===== src/rtl/hbus_slave.sv =====
module hbus_slave #(
  parameter int DEPTH     = 8,
  parameter int ADDR_STEP = 4
) (
  input  logic        clk,
  input  logic        rst_n,
  input  logic        cs_n,
  input  logic        ds_n,
  input  logic        as_n,
  input  logic        rnw,
  input  logic [1:0]  rsel,
  input  logic        hsel,
  input  logic [15:0] hdata_in,
  output logic [15:0] hdata_out,
  output logic        hdata_oe,
  output logic        rdy_n,
  input  logic        rf_push,
  input  logic [31:0] rf_wdata,
  output logic        rf_full,
  input  logic        wf_pop,
  output logic [31:0] wf_rdata,
  output logic        wf_empty,
  output logic [31:0] mem_addr
);
  localparam int PW = (DEPTH > 1) ? $clog2(DEPTH) : 1;
  localparam int CW = $clog2(DEPTH + 1);
  localparam logic [1:0] SEL_CTRL = 2'b00;
  localparam logic [1:0] SEL_ADDR = 2'b01;
  localparam logic [1:0] SEL_DINC = 2'b10;

  logic [1:0]  stb_q, as_q;
  logic        stb_prev, as_prev;
  logic [3:0]  ctl_s1, ctl_s2;
  logic [15:0] din_s1, din_s2;

  always_ff @(posedge clk or negedge rst_n) begin
    if (!rst_n) begin
      stb_q    <= 2'b11;
      as_q     <= 2'b11;
      stb_prev <= 1'b1;
      as_prev  <= 1'b1;
      ctl_s1   <= '0;
      ctl_s2   <= '0;
      din_s1   <= '0;
      din_s2   <= '0;
    end else begin
      stb_q    <= {stb_q[0], cs_n | ds_n};
      as_q     <= {as_q[0], as_n};
      stb_prev <= stb_q[1];
      as_prev  <= as_q[1];
      ctl_s1   <= {rnw, rsel, hsel};
      ctl_s2   <= ctl_s1;
      din_s1   <= hdata_in;
      din_s2   <= din_s1;
    end
  end

  wire stb_s    = stb_q[1];
  wire stb_fall = stb_prev & ~stb_s;
  wire stb_rise = ~stb_prev & stb_s;
  wire as_fall  = as_prev & ~as_q[1];

  logic       act, as_held, lat_rnw, lat_hsel;
  logic [1:0] lat_sel;

  always_ff @(posedge clk or negedge rst_n) begin
    if (!rst_n) begin
      act      <= 1'b0;
      as_held  <= 1'b0;
      lat_rnw  <= 1'b0;
      lat_sel  <= SEL_CTRL;
      lat_hsel <= 1'b0;
    end else begin
      if (as_fall || (stb_fall && !as_held))
        {lat_rnw, lat_sel, lat_hsel} <= ctl_s2;
      if (as_fall)       as_held <= 1'b1;
      else if (stb_rise) as_held <= 1'b0;
      if (stb_fall)      act <= 1'b1;
      else if (stb_rise) act <= 1'b0;
    end
  end

  logic [31:0] rf_mem [DEPTH];
  logic [31:0] wf_mem [DEPTH];
  logic [PW-1:0] rf_wp, rf_rp, wf_wp, wf_rp;
  logic [CW-1:0] rf_cnt, wf_cnt;
  logic [15:0]   wlow;

  wire rf_nemp  = rf_cnt != '0;
  wire wf_nfull = wf_cnt != CW'(DEPTH);
  wire lat_data = lat_sel[1];
  wire ok_now   = !lat_data || (lat_rnw ? rf_nemp : (!lat_hsel || wf_nfull));
  wire done     = stb_rise & act & ~rdy_n;
  wire rf_pop_h  = done & lat_rnw & lat_data & lat_hsel & rf_nemp;
  wire wf_push_h = done & ~lat_rnw & lat_data & lat_hsel & wf_nfull;
  wire rf_do_push = rf_push & (rf_cnt != CW'(DEPTH));
  wire wf_do_pop  = wf_pop & (wf_cnt != '0);
  wire [15:0] ctrl_val = {14'b0, wf_nfull, rf_nemp};

  always_ff @(posedge clk) begin
    if (rf_do_push) rf_mem[rf_wp] <= rf_wdata;
    if (wf_push_h)  wf_mem[wf_wp] <= {din_s2, wlow};
  end

  always_ff @(posedge clk or negedge rst_n) begin
    if (!rst_n) begin
      rf_wp <= '0; rf_rp <= '0; rf_cnt <= '0;
      wf_wp <= '0; wf_rp <= '0; wf_cnt <= '0;
      wlow <= '0; mem_addr <= '0; rdy_n <= 1'b1; hdata_out <= '0;
    end else begin
      rf_wp  <= rf_wp + PW'(rf_do_push);
      rf_rp  <= rf_rp + PW'(rf_pop_h);
      rf_cnt <= rf_cnt + CW'(rf_do_push) - CW'(rf_pop_h);
      wf_wp  <= wf_wp + PW'(wf_push_h);
      wf_rp  <= wf_rp + PW'(wf_do_pop);
      wf_cnt <= wf_cnt + CW'(wf_push_h) - CW'(wf_do_pop);
      rdy_n  <= ~(act & ~stb_rise & ~as_fall & ok_now);
      if (done && !lat_rnw && lat_data && !lat_hsel) wlow <= din_s2;
      if (done && !lat_rnw && lat_sel == SEL_ADDR) begin
        if (lat_hsel) mem_addr[31:16] <= din_s2;
        else          mem_addr[15:0]  <= din_s2;
      end else if ((rf_pop_h || wf_push_h) && lat_sel == SEL_DINC)
        mem_addr <= mem_addr + 32'(ADDR_STEP);
      case (lat_sel)
        SEL_CTRL: hdata_out <= ctrl_val;
        SEL_ADDR: hdata_out <= lat_hsel ? mem_addr[31:16] : mem_addr[15:0];
        default:  hdata_out <= lat_hsel ? rf_mem[rf_rp][31:16] : rf_mem[rf_rp][15:0];
      endcase
    end
  end

  assign hdata_oe = act & lat_rnw;
  assign rf_full  = rf_cnt == CW'(DEPTH);
  assign wf_empty = wf_cnt == '0;
  assign wf_rdata = wf_mem[wf_rp];
endmodule


===== config.mk =====
export PLATFORM = sky130hd
export DESIGN_NAME = hbus_slave
export DESIGN_NICKNAME = d
export VERILOG_FILES = /design/src/rtl/hbus_slave.sv
export SDC_FILE = /design/constraint.sdc
export NUM_CORES = 1
export LEC_CHECK = 0
export ABC_AREA = 0
export BUFFER_PORTS_ARGS = -buffer_cell sky130_fd_sc_hd__buf_2
export CAP_MARGIN = 20
export CELL_PAD_IN_SITES_DETAIL_PLACEMENT = 1
export CELL_PAD_IN_SITES_GLOBAL_PLACEMENT = 1
export CORE_UTILIZATION = 45
export DETAILED_ROUTE_END_ITERATION = 7
export PLACE_DENSITY_LB_ADDON = 0.08
export SYNTH_ARGS = -nofsm -noshare
export SYNTH_HDL_FRONTEND = slang
export SYNTH_SLANG_ARGS = --single-unit

===== constraint.sdc =====
create_clock -name clk -period 7 [get_ports clk]
set_input_delay 0.7 -clock clk [delete_from_list [all_inputs] [get_ports clk]]
set_output_delay 0.7 -clock clk [all_outputs]
set_load 0.01 [all_outputs]

==> impl_metrics.toml, run 1 <==
[sta]
worstMarginPinSlew_ns = 1.10
fin_skew_ns = 0.0134
setup-violations-final = 0
slew_headroom_pct = 26.1
hold_slack_ns = 0.205
hold_viol_final = 0
maxSlewViolCount = 0
fmax_mhz = 256
tns_ns = 0
min_period_ns = 3.91
grt_setup_unrepaired = "no"
period_share_pct = 55.9

[route]
drt_iter0_drc = 835
vias = 12600
drc = 0
final_antenna_net_count = 0
dr.pass1.iters = 4
viasPerCell = 5.58
routedWlPerCell_um = 26.4
route.final.wire_length_mm = 59.6

[critical_path]
crit_buf_inv = 2
rrSetupSlack_ns = 3.67
cp.required_ns = 6.30
cpMaxStageDelayCell = "dfrtp_4"
worstSetupPathType = "reg -> out"
crit_fanout = 40
reg2reg_depth = 9
crit_path_end_kind = "output port"
crit_chain = "buf_4 -> mux4_2 -> mux2_2 -> buf_2"
r2r_start = "lat_hsel"
worstReg2RegEnd = "rf_cnt[3]"
arrival_ns = 3.21
cp-start-kind = "flop"
critPathTopFamily = "flip-flops"
cpPeakStageDelay_ns = 0.96

[pwr]
power_switching_w = 0.00245
irDropWorstVdd_mv = 0.228
p_int_w = 0.00730
powerDensity_mw_per_mm2 = 336
pwr-share-comb_pct = 15.7
leakage_nw = 9.97
p_clk_share_pct = 36.3
p_seq_share_pct = 48.0
switching_share_pct = 25.1

[clocking]
path_clk_slew_ns = 0.06
numCtsBuffers = 69
clockBufferDepth = 3
clock_sinks = 649
hold_buffers = 0
cts_max_level = 3
cts_setup_buffers = 0
cts_resized = 0
cts_tree = "yes"
insertion_delay_ns = 0.60
cts_root_buf = "clkbuf_16"

[global_route]
grt_pass1_wl_mm = 89.7
antenna_found_initial = 3
grt_pass1_vias = 13800
grt_max_degree = 91
grt_use_total_pct = 21.8
grt_overflow = 0

[placement]
hpwl_mm = 35.8
routabilityCongestion = 0.803
numPortBuffers = 142

[synth]
synth_top_flop_cell = "edfxtp_1"
synth_edf_count = 512
yosysUniqueCellTypes = 56
ys_top_cells_by_area = "edfxtp_1 61%, dfrtp_1 13%, mux4_2 11%, mux2_2 3.2%, mux2i_1 1.3%"
ys.warnings.count = 0
syn-cell-area_mm2 = 0.0252
syn_area_per_cell_um2 = 19.7
synth_top_area_share_pct = 61.1
syn-num-nets = 1363
ys_ff_latch = 649
ys_async_sr_fraction_pct = 21.1
yosysSeqAreaShare_pct = 74.8
synth_area_leader_cell = "edfxtp_1"
synthCells = 1279

[cells_and_area]
regArea_mm2 = 0.0188
syn_to_final_growth_pct = 15.4
num_antenna_cells = 0
multi_input_area_mm2 = 0.00611
fillCellCount = 4960
num-nets-final = 1540
drive_gt1_share_pct = 32.5

[worst_hold_path]
hold_class = "in -> async"

[run]
maxCapViolCount = 0

[floorplan]
die_height_um = 238
row_count = 86
initial_core_util_pct = 45.6
ioPinCount = 143
core_mm2 = 0.0552
die_x_um = 238
die_area_mm2 = 0.0568

[run_status]
status = "finished, final reports clean"
-- cell usage after synthesis (3+ instances only) --
cell type,count
ha_1,23
dfrtp_1,130
a21oi_1,37
nand2_1,50
and2_1,4
o31ai_1,3
nor3_1,13
dfstp_2,7
o21a_1,3
and3_1,4
xor2_1,7
edfxtp_1,512
and4_1,4
a31oi_1,11
o22a_1,12
o21ai_0,14
nand3_1,13
mux4_2,128
buf_2,17
nor2_1,37
a21o_1,4
nor4_1,3
mux2_2,71
nand4_1,10
clkbuf_1,35
o221ai_1,18
o22ai_1,3
inv_1,23
nand2b_1,8
or4_1,3
nor2b_1,3
mux2i_1,32
buf_1,10
-- worst max-delay path by stage --
stage / end / cells after the start / start
floorplan: wf_mem[0][0] / 4 / stb_q[1]
global placement: wf_rdata[17] / 4 / wf_rp[0]
detailed placement: wf_rdata[13] / 4 / wf_rp[0]
CTS: wf_rdata[13] / 4 / wf_rp[0]
global route: wf_rdata[17] / 4 / wf_rp[0]
finish: wf_rdata[13] / 4 / wf_rp[0]
-- power groups by stage --
| stage | Sequential (W) | Combinational [W] | Clock (W) |
|---|---|---|---|
| 2_1_floorplan | 0.00465 | 0.00109 | 0 |
| 3_3_place_gp | 0.00476 | 0.00155 | 0 |
| 3_5_place_dp | 0.00477 | 0.00157 | 0 |
| 4_1_cts | 0.00470 | 0.00158 | 0.00363 |
| 5_1_grt | 0.00472 | 0.00167 | 0.00377 |
| 6_report | 0.00468 | 0.00153 | 0.00354 |
-- metal layers --
layer  part of all wire (%)  vias to the layer above  routed length, um  GRT usage [%]
li1                       -                     5516                  -              -
met1                     41                     6741              24600           27.8
met2                     51                      236              30600           37.1
met3                    4.8                       99               2880           4.38
met4                    2.5                        6               1500           7.28
met5                  0.059                        -                 35              0
-- logic make-up (layout without fill, tap and decap cells) --
logic type | count (synthesis) | count (layout) | share of synthesized area [%]
fa+ha+maj | 25 | 25 | 1.30
simple gates | 161 | 161 | 3.14
flops | 649 | 649 | 74.8
mux | 231 | 231 | 15.9
buf+inv | 85 | 316 | 1.35
xor+xnor | 8 | 8 | 0.279
compound gates | 120 | 120 | 3.22
-- final cells by class --
class / instances / area share (%)
inverters: 23 / 0.297
clock inverters: 25 / 0.883
flip-flops and latches: 649 / 64.8
well taps: 748 / 3.22
multi-input cells: 545 / 21.0
repair buffers: 168 / 3.14
clock buffers: 100 / 6.60
-- worst register-to-register path, delay by kind of cell, from the launching register on --
family                   cells  cell delay [ns]
AO/OA/AOI/OAI                3             1.14
XOR/XNOR                     1             0.16
adder cells (fa/ha/maj)      2             0.60
buffers and inverters        2             0.46
flip-flops                   1             0.33
AND/OR/NAND/NOR              1             0.56
-- per-stage QoR --
step	setup slack [ns]	total power (W)	instance area, um2	std cells	utilization, %
floorplan	2.20	0.00574	25200	1279	-
global route	2.83	0.0102	29000	2258	52.6
global placement	3.62	0.00631	26900	2133	48.7
CTS	2.95	0.00991	29000	2258	52.6
finish	3.09	0.00975	29000	2258	52.6
detailed placement	3.59	0.00635	26900	2133	48.7
-- cells in the final DEF (no fill, tap or decap), drive strengths merged, types with 3 or more instances in the layout --
cell    synthesis  layout
mux2i          32      32
a31oi          11      11
nand3          14      14
clkinv          0      15
dfstp           7       7
or4             3       3
nand4          10      10
mux4          128     128
bufinv          0       5
mux2           71      71
ha             23      23
nand2          50      50
buf            27     168
and4            4       4
nor2b           3       3
o22a           13      13
o31ai           3       3
clkbuf         35     100
xor2            7       7
and2            4       4
nor4            3       3
o22ai           3       3
a21o            4       4
nor3           13      13
dfrtp         130     130
o221ai         18      18
inv            23      28
a21oi          37      37
nor2           37      37
edfxtp        512     512
o21ai          15      15
o21a            3       3
nand2b          8       8
and3            4       4
-- state kept, by name, indices dropped and copies added, names as in the netlist, 2 cells and up --
register,flops
wf_rp,3
wf_cnt,4
hdata_out,16
wf_mem,256
rf_cnt,4
din_s1,16
as_q,2
ctl_s1,4
stb_q,2
wf_wp,3
din_s2,16
wlow,16
rf_rp,3
mem_addr,32
ctl_s2,4
lat_sel,2
rf_wp,3
rf_mem,256
Power figures use the tool's default switching activity.
==> inputs of run 2 (changes only) <==
- clock period: 7 -> 3.25 ns (I/O delays scaled with it)
==> run 2 against run 1 <==
  * Non-clock buffer count grew 66
  * Cell count grew 3.1%
  * Clock-buffer cell count shrank 5
  * Register-to-register slack lost 3.3 ns
  * First-iteration DRC count shrank 9.9%
  * Clock skew grew 0.012 ns
  * Wire length shrank 0.32%
==> impl_metrics.toml, run 2 (synthesis results as in run 1) <==
[placement]
numPortBuffers = 142
routabilityCongestion = 0.839
placed_cell_area_mm2 = 0.0272
hpwl_mm = 36.9

[sta]
slew_headroom_pct = 30.8
setup-violations-final = 0
period_share_pct = 92.1
hold_slack_ns = 0.0378
maxSlewViolCount = 0
worstMarginPinSlew_ns = 1.03
fin_skew_ns = 0.0250
grt_setup_unrepaired = "no"
fmax_mhz = 334
min_period_ns = 2.99
hold_viol_final = 0

[run]
maxCapViolCount = 0

[route]
dr.pass1.iters = 4
drt_iter0_drc = 752
viasPerCell = 5.51
final_antenna_net_count = 0
drc = 0
route.final.wire_length_mm = 59.4
routedWlPerCell_um = 25.5
vias = 12800

[clocking]
cts_setup_buffers = 0
clockBufferDepth = 3
path_clk_slew_ns = 0.06
clock_sinks = 649
cts_max_level = 3
numCtsBuffers = 70
insertion_delay_ns = 0.60
cts_root_buf = "clkbuf_16"
cts_tree = "yes"

[critical_path]
cp.required_ns = 2.92
arrival_ns = 2.67
cp-start-kind = "flop"
crit_fanout = 23
crit_path_end_kind = "output port"
worstSetupPathType = "reg -> out"

[pwr]
p_int_w = 0.0155
p_seq_share_pct = 48.1
powerDensity_mw_per_mm2 = 702
switching_share_pct = 25.8
p_clk_share_pct = 35.0
irDropWorstVdd_mv = 0.444
pwr-share-comb_pct = 16.9
power_switching_w = 0.00538
leakage_nw = 10.3

[global_route]
grt_pass1_vias = 14000
grt_overflow = 0
grt_pass1_wl_mm = 89.3
grt_max_degree = 71
grt_use_total_pct = 21.6
antenna_found_initial = 1

[worst_hold_path]
hold_class = "in -> reg"

[cells_and_area]
largest_registers = "rf_mem: 256 flops, wf_mem: 256 flops, mem_addr: 32 flops"
num-nets-final = 1607
fin_area_mm2 = 0.0298
layout_commonest_cell = "edfxtp_1"
layout_common_cells = "512 x edfxtp_1, 141 x buf_2, 128 x mux4_2, 125 x dfrtp_1"
syn_to_final_growth_pct = 18.4
drive_gt1_share_pct = 32.4

[floorplan]
initial_core_util_pct = 45.6
ioPinCount = 143
core_mm2 = 0.0552
row_count = 86
die_x_um = 238
die_area_mm2 = 0.0568
die_height_um = 238

[run_status]
status = "finished, final reports clean"
[run 2: critical path, stage by stage, from the launching register on]
cell	delay [ns]
dfrtp_4	0.75
buf_4	0.32
mux4_2	0.53
mux2_2	0.31
buf_2	0.15
[run 2: area by class of cell]
class / instances / area [um2]
fillers: 4939 / 25400
repair buffers: 234 / 1710
inverters: 23 / 86.3
clock buffers: 95 / 1900
well taps: 748 / 936
multi-input cells: 545 / 6130
diodes: 1 / 2.50
clock inverters: 33 / 195
flip-flops and latches: 649 / 18800
[run 2: power groups by stage]
stage / sequential [W] / combinational [W] / clock (W)
after global routing: 0.0101 / 0.00385 / 0.00782
after global placement: 0.0102 / 0.00356 / 0
final: 0.0100 / 0.00354 / 0.00732
after detailed placement: 0.0102 / 0.00360 / 0
after floorplan: 0.0100 / 0.00235 / 0
after CTS: 0.0101 / 0.00366 / 0.00753
[run 2: worst paths after layout]
kind,startpoint,endpoint,slack (ns),cells past startpoint
max in group asynchronous,rst_n,stb_prev,2.07,3
max reg2reg,stb_q[1],wf_mem[7][14],0.39,7
min,rf_wdata[29],rf_mem[7][29],0.04,1
min reg2reg,din_s1[1],din_s2[1],0.33,0
max,wf_rp[0],wf_rdata[21],0.26,4
min in group asynchronous,rst_n,din_s1[10],0.32,2
[run 2: stage by stage]
stage / std cells / setup TNS [ns] / total power, W / util, % / setup WS [ns]
global route: 2327 / 0 / 0.0218 / 53.9 / 0.125
floorplan: 1279 / -74.41 / 0.0124 / - / -0.703
CTS: 2327 / 0 / 0.0213 / 53.9 / 0.176
finish: 2328 / 0 / 0.0209 / 54.0 / 0.256
detailed placement: 2149 / 0 / 0.0138 / 49.3 / 0.360
global placement: 2149 / 0 / 0.0138 / 49.3 / 0.445
[run 2: layer usage]
| layer | track usage (%) | routed length, um | vias up |
|---|---|---|---|
| met1 | 28.2 | 24800 | 6810 |
| met5 | 0 | 13 | - |
| met3 | 4.00 | 2700 | 76 |
| met2 | 36.9 | 30600 | 278 |
| met4 | 6.62 | 1240 | 2 |
| li1 | - | - | 5668 |
[run 2: what timing repair did]
| action | in CTS | in global routing |
|---|---|---|
| hold buffers | 50 | 0 |
| hold endpoints to repair | 278 | 0 |
| resized for setup | 0 | 0 |
==> inputs of run 3 (changes only) <==
- BUFFER_PORTS_ARGS: -buffer_cell sky130_fd_sc_hd__buf_2 -> -buffer_cell sky130_fd_sc_hd__buf_4
==> run 3 against run 2 <==
  * First-iteration DRC count up 23%
  * Critical path depth unchanged
  * Final area up 2.1%
  * Wire length up 1.0%
  * Power up 3.8%
  * Sequential power about the same
  * Combinational power up 5%
  * Largest cell class unchanged
  * Clock power up 7.7%
  * Register-to-register slack better by 0.09 ns
  * Sequential share of layout area down 1.3 points
  * Non-clock buffer count up 11
==> impl_metrics.toml, run 3 (synthesis results as in run 1) <==
[run_status]
status = "finished, final reports clean"

[sta]
fmax_mhz = 347
period_share_pct = 88.8
hold_slack_ns = 0.166
fin_ws_ns = 0.364
grt_setup_unrepaired = "no"
slew_headroom_pct = 46.7
hold_viol_final = 0
maxSlewViolCount = 0
setup-violations-final = 0
worstMarginPinSlew_ns = 0.792
fin_skew_ns = 0.0238
min_period_ns = 2.89

[clocking]
path_clk_slew_ns = 0.06
cts_max_level = 3
cts_root_buf = "clkbuf_16"
insertion_delay_ns = 0.60
numCtsBuffers = 70
clock_sinks = 649
cts_tree = "yes"
clockBufferDepth = 3

[critical_path]
cpMostUsedCell = "buf_4"
crit_fanout = 17
arrival_ns = 2.56
cpPeakStageDelay_ns = 0.67
critPathLaunch = "wf_rp[0]"
cp.required_ns = 2.92
crit_chain = "buf_4 -> mux4_2 -> mux2_2 -> buf_4"
cp-start-kind = "flop"
r2r_start = "stb_q[1]"
crit_path_end_kind = "output port"
cpMaxStageDelayCell = "dfrtp_4"
worstSetupPathType = "reg -> out"

[route]
routedWlPerCell_um = 25.6
dr.pass1.iters = 5
final_antenna_net_count = 0
drt_iter0_drc = 927
vias = 13000
route.final.wire_length_mm = 60.0
viasPerCell = 5.56
drc = 0

[floorplan]
initial_core_util_pct = 45.6
die_height_um = 238
die_area_mm2 = 0.0568
row_count = 86
die_x_um = 238
core_mm2 = 0.0552
ioPinCount = 143

[pwr]
p_clk_share_pct = 36.3
pwr-share-comb_pct = 17.2
irDropWorstVdd_mv = 0.520
p_int_w = 0.0162
p_total_w = 0.0217
p_seq_share_pct = 46.5
switching_share_pct = 25.1
power_switching_w = 0.00545
leakage_nw = 10.5
powerDensity_mw_per_mm2 = 714

[global_route]
grt_use_total_pct = 22.0
grt_max_degree = 68
antenna_found_initial = 0
grt_pass1_wl_mm = 91.1
grt_pass1_vias = 14200
grt_overflow = 0

[cells_and_area]
drive_gt1_share_pct = 32.9
fillCellCount = 4903
fin_area_mm2 = 0.0304
layout_common_cells = "512 x edfxtp_1, 177 x buf_4, 128 x mux4_2, 125 x dfrtp_1, 76 x clkbuf_16"
stdcell_count = 2339
syn_to_final_growth_pct = 20.9
largest_registers = "rf_mem: 256 flops, wf_mem: 256 flops, mem_addr: 32 flops"
layout_commonest_cell = "edfxtp_1"
num-nets-final = 1618
num_antenna_cells = 0

[placement]
pre_cts_ws_ns = 0.475
routabilityCongestion = 0.819
hpwl_mm = 36.7
placed_cell_area_mm2 = 0.0275
numPortBuffers = 142
dp.cells = 2153

[run]
maxCapViolCount = 0

[worst_hold_path]
hp-start = "rf_push"
hold_class = "in -> reg"
## run 3: changes by cell type in the layout (fill, tap and decap cells not counted), sizes merged
cell         before  now
clkbuf           95  109
clkinv           26   15
dlygate4sd3      50   56
buf             184  189
inv              28   25
bufinv            1    2
diode             1    0
## run 3: stage by stage
step                util [%]  TNS [ns]
detailed placement      49.9         0
floorplan                  -    -74.41
global route            55.1         0
global placement        49.9         0
finish                  55.1         0
CTS                     55.0         0
## run 3: timing repair
item                                    in CTS  in global routing
endpoints found under the setup margin       0                 12
resized for setup                            0                  0
hold buffers                                56                  0
buffers inserted                             0                  1
endpoints found under the hold margin      341                  0
## run 3: final timing paths
check | endpoint | slack, ns | depth (start not counted)
setup / recovery | wf_rdata[20] | 0.36 | 4
hold / removal | rf_wp[0] | 0.17 | 4
setup reg to reg | wf_cnt[2] | 0.48 | 8
hold reg to reg | din_s2[4] | 0.35 | 0
max in group asynchronous | hdata_out[14] | 2.04 | 3
min in group asynchronous | din_s2[10] | 0.30 | 2
## run 3: cell type report
cell class | count | area [um2] | area share [%]
clock inverter | 20 | 165 | 0.543
tap | 748 | 936 | 3.08
multi-input combinational | 545 | 6130 | 20.2
sequential | 649 | 18800 | 61.9
timing repair buffer | 245 | 2120 | 6.98
clock buffer | 109 | 2140 | 7.03
inverter | 23 | 86.3 | 0.284
## run 3: worst max-delay path, delay by kind of cell, from the launching register on
family | cells | cell delay (ns)
buf+inv | 2 | 0.46
flops | 1 | 0.67
mux | 2 | 0.81
## run 3: power by group through the flow
stage          combinational, W  sequential [W]  clock, W
6_report                0.00373          0.0101   0.00788
5_1_grt                 0.00404          0.0102   0.00837
4_1_cts                 0.00376          0.0102   0.00808
3_5_place_dp            0.00370          0.0103         0
3_3_place_gp            0.00365          0.0103         0
2_1_floorplan           0.00235          0.0100         0
## run 3: layer usage
metal	up-vias	share of wire, %	track usage (%)
li1	5689	-	-
met1	6957	41	28.1
met2	265	52	38.3
met3	84	4.2	4.30
met4	0	2.1	5.91
met5	-	0	0
